### config.mk
export PLATFORM = sky130hd
export DESIGN_NAME = hseq_top
export DESIGN_NICKNAME = d
export VERILOG_FILES = /design/src/rtl/hseq_pkg.sv /design/src/rtl/hseq_ctrl_reg.sv /design/src/rtl/hseq_word_cnt.sv /design/src/rtl/hseq_fsm.sv /design/src/rtl/hseq_top.sv
export SDC_FILE = /design/constraint.sdc
export NUM_CORES = 1
export LEC_CHECK = 0
export BUFFER_PORTS_ARGS = -buffer_cell sky130_fd_sc_hd__buf_2
export CAP_MARGIN = 20
export CORE_MARGIN = 4
export CORE_UTILIZATION = 53
export CTS_CLUSTER_SIZE = 10
export DETAILED_ROUTE_END_ITERATION = 8
export PLACE_DENSITY = 0.78
export SYNTH_ARGS = -nofsm -noshare
export SYNTH_HDL_FRONTEND = slang
export SYNTH_SLANG_ARGS = --single-unit
### constraint.sdc
create_clock -name clk -period 2 [get_ports clk]
set_input_delay 0.3 -clock clk [delete_from_list [all_inputs] [get_ports clk]]
set_output_delay 0.3 -clock clk [all_outputs]
set_load 0.05 [all_outputs]
### src/rtl/hseq_pkg.sv
package hseq_pkg;

    typedef enum logic [2:0] {
        S_IDLE,
        S_PKT,
        S_PKT_DONE,
        S_XFER,
        S_XFER_END,
        S_CMPL_WR,
        S_CMPL_IRQ,
        S_SEQ_RST
    } seq_state_t;

    // control register bit positions (firmware-visible)
    localparam int B_PKT = 7;
    localparam int B_DRQ = 6;
    localparam int B_CMP = 5;
    localparam int B_ERR = 4;
    localparam int B_SUS = 3;
    localparam int B_RPT = 2;

    // status byte bit positions (host-visible)
    localparam int ST_BSY = 7;
    localparam int ST_RDY = 6;
    localparam int ST_DRQ = 3;
    localparam int ST_CHK = 0;

    typedef struct packed {
        logic pkt;
        logic drq;
        logic cmp;
        logic err;
        logic sus;
        logic rpt;
    } ctrl_t;

endpackage

### src/rtl/hseq_ctrl_reg.sv
module hseq_ctrl_reg
    import hseq_pkg::*;
(
    input  logic       clk,
    input  logic       rst,
    input  logic       cpu_we,
    input  logic [7:0] cpu_wdata,
    input  logic       clr_pkt,
    input  logic       clr_rpt,
    input  logic       clr_drq,
    input  logic       clr_cmp,
    input  logic       rearm,
    output ctrl_t      ctrl,
    output logic [7:0] rdata
);

    ctrl_t nxt;

    always_comb begin
        nxt = ctrl;
        if (cpu_we) begin
            nxt.pkt = cpu_wdata[B_PKT];
            nxt.drq = cpu_wdata[B_DRQ];
            nxt.cmp = cpu_wdata[B_CMP];
            nxt.err = cpu_wdata[B_ERR];
            nxt.sus = cpu_wdata[B_SUS];
            nxt.rpt = cpu_wdata[B_RPT];
        end
        // sequencer updates override the firmware write on the bits they touch
        if (clr_pkt) nxt.pkt = 1'b0;
        if (clr_rpt) nxt.rpt = 1'b0;
        if (clr_drq) nxt.drq = 1'b0;
        if (clr_cmp) nxt.cmp = 1'b0;
        if (rearm)   nxt.pkt = ctrl.rpt;
    end

    always_ff @(posedge clk) begin
        if (rst) ctrl <= '0;
        else     ctrl <= nxt;
    end

    always_comb begin
        rdata         = '0;
        rdata[B_PKT]  = ctrl.pkt;
        rdata[B_DRQ]  = ctrl.drq;
        rdata[B_CMP]  = ctrl.cmp;
        rdata[B_ERR]  = ctrl.err;
        rdata[B_SUS]  = ctrl.sus;
        rdata[B_RPT]  = ctrl.rpt;
    end

    assert_hw_clear_wins_R11: assert property (@(posedge clk) disable iff (rst)
        $past(clr_drq) |-> !ctrl.drq);
    assert_pkt_clear_wins_R11: assert property (@(posedge clk) disable iff (rst)
        $past(clr_pkt) |-> !ctrl.pkt);

endmodule

### src/rtl/hseq_word_cnt.sv
module hseq_word_cnt #(
    parameter int CNT_W = 16
) (
    input  logic             clk,
    input  logic             rst,
    input  logic             load,
    input  logic [CNT_W-1:0] load_val,
    input  logic             dec,
    output logic             cnt_zero,
    output logic             cnt_last
);

    localparam logic [CNT_W-1:0] ONE = {{(CNT_W-1){1'b0}}, 1'b1};

    logic [CNT_W-1:0] cnt;

    always_ff @(posedge clk) begin
        if (rst)       cnt <= '0;
        else if (load) cnt <= load_val;
        else if (dec)  cnt <= cnt - ONE;
    end

    assign cnt_zero = (cnt == '0);
    assign cnt_last = (cnt == ONE);

    assert_cnt_no_wrap_R3: assert property (@(posedge clk) disable iff (rst)
        dec |-> !cnt_zero);

endmodule

### src/rtl/hseq_fsm.sv
module hseq_fsm
    import hseq_pkg::*;
#(
    parameter int PKT_WORDS = 6
) (
    input  logic       clk,
    input  logic       rst,
    input  ctrl_t      ctrl,
    input  logic       host_ack,
    input  logic       cnt_zero,
    input  logic       cnt_last,
    output logic       drq,
    output logic       cnt_dec,
    output logic       pkt_irq,
    output logic       host_irq,
    output logic       stat_we,
    output logic [7:0] stat_wdata,
    output logic       clr_pkt,
    output logic       clr_rpt,
    output logic       clr_drq,
    output logic       clr_cmp,
    output logic       rearm
);

    localparam int PW = $clog2(PKT_WORDS + 1);
    localparam logic [PW-1:0] PKT_LAST = PW'(PKT_WORDS - 1);

    seq_state_t      state, nxt;
    logic [PW-1:0]   pcnt;
    logic            go;
    logic            pkt_take;

    assign go       = !ctrl.sus;
    assign pkt_take = (state == S_PKT) && host_ack;

    // next-state decision
    always_comb begin
        nxt = state;
        unique case (state)
            S_IDLE: begin
                if (ctrl.pkt)      nxt = S_PKT;
                else if (ctrl.drq) nxt = cnt_zero ? S_XFER_END : S_XFER;
            end
            S_PKT:      if (pkt_take && pcnt == PKT_LAST) nxt = S_PKT_DONE;
            S_PKT_DONE: nxt = S_IDLE;
            S_XFER: begin
                if (cnt_zero)                  nxt = S_XFER_END;
                else if (host_ack && cnt_last) nxt = S_XFER_END;
            end
            S_XFER_END: nxt = ctrl.cmp ? S_CMPL_WR : S_SEQ_RST;
            S_CMPL_WR:  nxt = S_CMPL_IRQ;
            S_CMPL_IRQ: nxt = S_SEQ_RST;
            S_SEQ_RST:  nxt = S_IDLE;
            default:    nxt = S_IDLE;
        endcase
    end

    // state register and packet word counter
    always_ff @(posedge clk) begin
        if (rst) begin
            state <= S_IDLE;
            pcnt  <= '0;
        end else if (go) begin
            state <= nxt;
            if (pkt_take) pcnt <= (pcnt == PKT_LAST) ? '0 : pcnt + 1'b1;
        end
    end

    // outputs
    always_comb begin
        drq        = 1'b0;
        cnt_dec    = 1'b0;
        pkt_irq    = 1'b0;
        host_irq   = 1'b0;
        stat_we    = 1'b0;
        stat_wdata = '0;
        clr_pkt    = 1'b0;
        clr_rpt    = 1'b0;
        clr_drq    = 1'b0;
        clr_cmp    = 1'b0;
        rearm      = 1'b0;
        unique case (state)
            S_IDLE: ;
            S_PKT:  drq = 1'b1;
            S_PKT_DONE: begin
                pkt_irq = go;
                clr_pkt = go;
                clr_rpt = go;
            end
            S_XFER: begin
                drq     = 1'b1;
                cnt_dec = go && host_ack && !cnt_zero;
            end
            S_XFER_END: clr_drq = go;
            S_CMPL_WR: begin
                stat_we = go;
                if (go) begin
                    stat_wdata[ST_BSY] = 1'b0;
                    stat_wdata[ST_RDY] = 1'b1;
                    stat_wdata[ST_DRQ] = 1'b0;
                    stat_wdata[ST_CHK] = ctrl.err;
                end
            end
            S_CMPL_IRQ: begin
                host_irq = go;
                clr_cmp  = go;
            end
            S_SEQ_RST: rearm = go;
            default: ;
        endcase
    end

    assert_pkt_irq_pulse_R2: assert property (@(posedge clk) disable iff (rst)
        pkt_irq |=> !pkt_irq);
    assert_irq_after_write_R4: assert property (@(posedge clk) disable iff (rst)
        host_irq |-> ($past(stat_we) || $past(ctrl.sus)));
    assert_susp_freeze_R8: assert property (@(posedge clk) disable iff (rst)
        ctrl.sus |=> $stable(state));
    assert_susp_no_write_R8: assert property (@(posedge clk) disable iff (rst)
        ctrl.sus |-> (!stat_we && !host_irq && !pkt_irq));

endmodule

### src/rtl/hseq_top.sv
module hseq_top
    import hseq_pkg::*;
#(
    parameter int CNT_W     = 16,
    parameter int PKT_WORDS = 6
) (
    input  logic             clk,
    input  logic             rst,
    input  logic             cfg_we,
    input  logic [7:0]       cfg_wdata,
    output logic [7:0]       cfg_rdata,
    input  logic             len_we,
    input  logic [CNT_W-1:0] len_val,
    input  logic             host_ack,
    output logic             drq,
    output logic             stat_we,
    output logic [7:0]       stat_wdata,
    output logic             host_irq,
    output logic             pkt_irq
);

    ctrl_t ctrl;
    logic  clr_pkt, clr_rpt, clr_drq, clr_cmp, rearm;
    logic  cnt_dec, cnt_zero, cnt_last;

    hseq_ctrl_reg u_ctrl (
        .clk       (clk),
        .rst       (rst),
        .cpu_we    (cfg_we),
        .cpu_wdata (cfg_wdata),
        .clr_pkt   (clr_pkt),
        .clr_rpt   (clr_rpt),
        .clr_drq   (clr_drq),
        .clr_cmp   (clr_cmp),
        .rearm     (rearm),
        .ctrl      (ctrl),
        .rdata     (cfg_rdata)
    );

    hseq_word_cnt #(.CNT_W(CNT_W)) u_cnt (
        .clk      (clk),
        .rst      (rst),
        .load     (len_we),
        .load_val (len_val),
        .dec      (cnt_dec),
        .cnt_zero (cnt_zero),
        .cnt_last (cnt_last)
    );

    hseq_fsm #(.PKT_WORDS(PKT_WORDS)) u_fsm (
        .clk        (clk),
        .rst        (rst),
        .ctrl       (ctrl),
        .host_ack   (host_ack),
        .cnt_zero   (cnt_zero),
        .cnt_last   (cnt_last),
        .drq        (drq),
        .cnt_dec    (cnt_dec),
        .pkt_irq    (pkt_irq),
        .host_irq   (host_irq),
        .stat_we    (stat_we),
        .stat_wdata (stat_wdata),
        .clr_pkt    (clr_pkt),
        .clr_rpt    (clr_rpt),
        .clr_drq    (clr_drq),
        .clr_cmp    (clr_cmp),
        .rearm      (rearm)
    );

    assert_no_drq_in_reset_R12: assert property (@(posedge clk)
        $past(rst) |-> !drq);

endmodule

==> impl_results.md <==
- Largest net degree at the start of global routing: 33
- CP peak stage delay: 0.39 ns
- P_leak: between 0.9 and 1 nW
- Count leader, synth: dfxtp_1
- MaxCap Viol Count: 0
- Root Buffer Master: clkbuf_8
- Top post-synthesis cells by count: dfxtp_1, nor2_1, inv_1, nor3_1, nand2_1
- Syn. warnings: 0
- DP Wirelength: about 3600 um
- Post-synth ARST share: 0
- Area Growth Syn to Fin: 18.2%
- Area contributors post-synth: dfxtp_1, a311oi_1, nor2_1
- Mapped cell area: 1940 sq um
- Status: finished clean
- RSZ-0062 raised after global routing: false
- Die ar.: 4700 sq um
- Number of global-route vias before repair: between 1,500 and 2,000
- Die span in x: 68.6 um
- Max Slew Vio Count: 0
- CP top delay family: buffers and inverters
- Detail Route Antenna Nets: 0
- CTS buffer count: 3
- Critical path class: reg2out
- Vias per cell: slightly below 6
- Total number of vias: 1,928
- Worst min path class: in2reg
- Slowest cell on the critical path: dfxtp_1
- Initial DRC count: 176
- Primary FF master, synth: dfxtp_1
- Worst-Skew Late Latency: 0.28 ns
- Die H: 68.6 um
- Min Tclk post-route: 1.88 ns
- CTS Buffer Depth: 2
- Finished Core Util: 0.667
- Seq/Total Area, Yosys: 0.288
- DR DRC count: 0
- Initial Utilization: 0.565
- Fin nets: roughly 310
- Req. time, crit path: 1.70 ns
- Clk slew on worst S/H paths: 0.09 ns
- Worst path bufs/invs: 3
- Endpoints failing setup: 0
- H-tree depth: 1
- Yosys cell types: 60
- Routed len/inst: 14.8 um
- Std-Cell Rows: 21
- I/O Buffers: 38
- F_max: roughly 530 MHz
- # diodes: 0
- Overall routing resource usage: 0.224
- Final period utilization: 0.942
- Yosys top cell area share: 0.288
- Core area: 3440 sq um
- Fin. Hold Viols: 0
- Final std cells w/o fill: 323
- Placed cells: 319
- Number of clock sinks: 28
- Pre-antenna DRT Iters: 4
- Post-Route WL: 4780 um
- Placer Congestion: 0.852
- Clock skew: 0.00593 ns
- First-pass GRT wire length: slightly above 8000 um
- CTS tree: yes
- Ordered cell list for the critical path: buf_4 -> inv_1 -> nor3_4 -> and2_1 -> clkbuf_4
- GRT overflow: 0
- Share of layout cells above drive strength 1: 0.310
- Crit end category: output pin
- Antenna violations before repair: 0
- Post-synthesis register bit count: 28
- I/O Pins: between 40 and 50
- Worst endpoint data arrival time: 1.58 ns
- Average size of a mapped cell: 8.23 sq um
- Maximum VDD drop: 618 uV
- P per Cell Area: 806 nW/um^2
- EDFF count, synth: 0
- Area leader, netlist: dfxtp_1
- Max FO, Critical Path: 12
- Crit path launch type: flip-flop
- Setup TNS Final: 0 ns
- Post-synthesis cell count: 236
==> cell type report <==
cell class	count	area (sq um)
clock buffer	3	41.3
multi-input combinational	177	1260
sequential	28	564
fill	321	1150
inverter	15	56.3
timing repair buffer	54	313
tap	46	57.6
==> through the flow <==
| step | total power [mW] | hold WS (ns) | cell area, sq um | setup slack, ns |
|---|---|---|---|---|
| global route | 1.96 | 0.281 | 2300 | 0.00363 |
| finish | 1.85 | 0.258 | 2300 | 0.117 |
| CTS | 1.84 | 0.260 | 2270 | 0.0480 |
| global placement | 1.51 | 0.460 | 2230 | 0.127 |
| floorplan | 1.32 | 0.445 | 1990 | -0.114 |
| detailed placement | 1.53 | 0.473 | 2230 | 0.0803 |
==> flip-flops by register name (all words and copies together), names as in the netlist <==
name / count
u_fsm.state: 3
u_cnt.cnt: 16
u_ctrl.ctrl: 6
u_fsm.pcnt: 3
==> where the power goes <==
part / total, mW / switching [mW] / internal (mW)
Combinational: 0.834 / 0.520 / 0.314
Clock: 0.315 / 0.179 / 0.136
Sequential: 0.701 / 0.0807 / 0.621
==> cell families after synthesis <==
family / synth area share
AND/OR/NAND/NOR: 0.329
adder cells (fa/ha/maj): 0.0193
other: 0.00193
flip-flops: 0.288
XOR/XNOR: 0.00451
buffers and inverters: 0.0934
AO/OA/AOI/OAI: 0.222
multiplexers: 0.0419
==> repair_timing <==
action | in CTS | in global routing
endpoints found under the hold margin | 0 | 0
setup endpoints to repair | 0 | 9
hold buffers | 0 | 0
buffers inserted | 0 | 1
gates resized for setup | 0 | 9
==> path summary, 6_finish.rpt <==
kind	start	slack (ns)	to	depth (start not counted)
hold / removal	cfg_wdata[3]	0.26	u_ctrl.ctrl[1]	3
setup reg to reg	u_cnt.cnt[0]	0.13	u_cnt.cnt[3]	6
hold reg to reg	u_fsm.pcnt[1]	0.48	u_fsm.pcnt[1]	2
setup / recovery	u_fsm.state[0]	0.12	stat_wdata[0]	5
==> layout by cell type, fill, tap and decap left out, drive strengths merged, types with 2 or more instances in the layout <==
cell / synthesis / final
a2111oi: 5 / 5
a21oi: 7 / 7
a221oi: 2 / 2
a311oi: 10 / 10
a31o: 2 / 2
and2: 2 / 2
and4: 2 / 2
buf: 11 / 53
clkbuf: 12 / 4
conb: 1 / 8
dfxtp: 28 / 28
ha: 3 / 3
inv: 15 / 15
mux2i: 7 / 7
nand2: 12 / 12
nand2b: 3 / 3
nand3: 7 / 7
nand4: 5 / 5
nor2: 20 / 20
nor2b: 5 / 5
nor3: 16 / 16
nor3b: 3 / 3
nor4: 9 / 9
o211ai: 2 / 2
o21ai: 5 / 5
o311ai: 2 / 2
o31a: 4 / 4
o31ai: 5 / 5
or2: 2 / 2
or3: 5 / 5
or3b: 2 / 2
or4: 6 / 6
==> layer usage <==
layer | track usage | vias up | wire length, um
met4 | 0.0769 | 0 | 65
met2 | 0.365 | 65 | 2160
met1 | 0.286 | 887 | 2240
met3 | 0.0567 | 8 | 323
li1 | - | 968 | -
met5 | 0 | - | 0
==> worst reg2reg max path, stage by stage (launching register included) <==
cell and delay, ns:
dfxtp_2 0.34, inv_1 0.07, ha_2 0.21, nor4b_1 0.15
and4_2 0.28, or4_1 0.49, a311oi_2 0.26
Note: power is estimated with default switching activity, not from simulation.
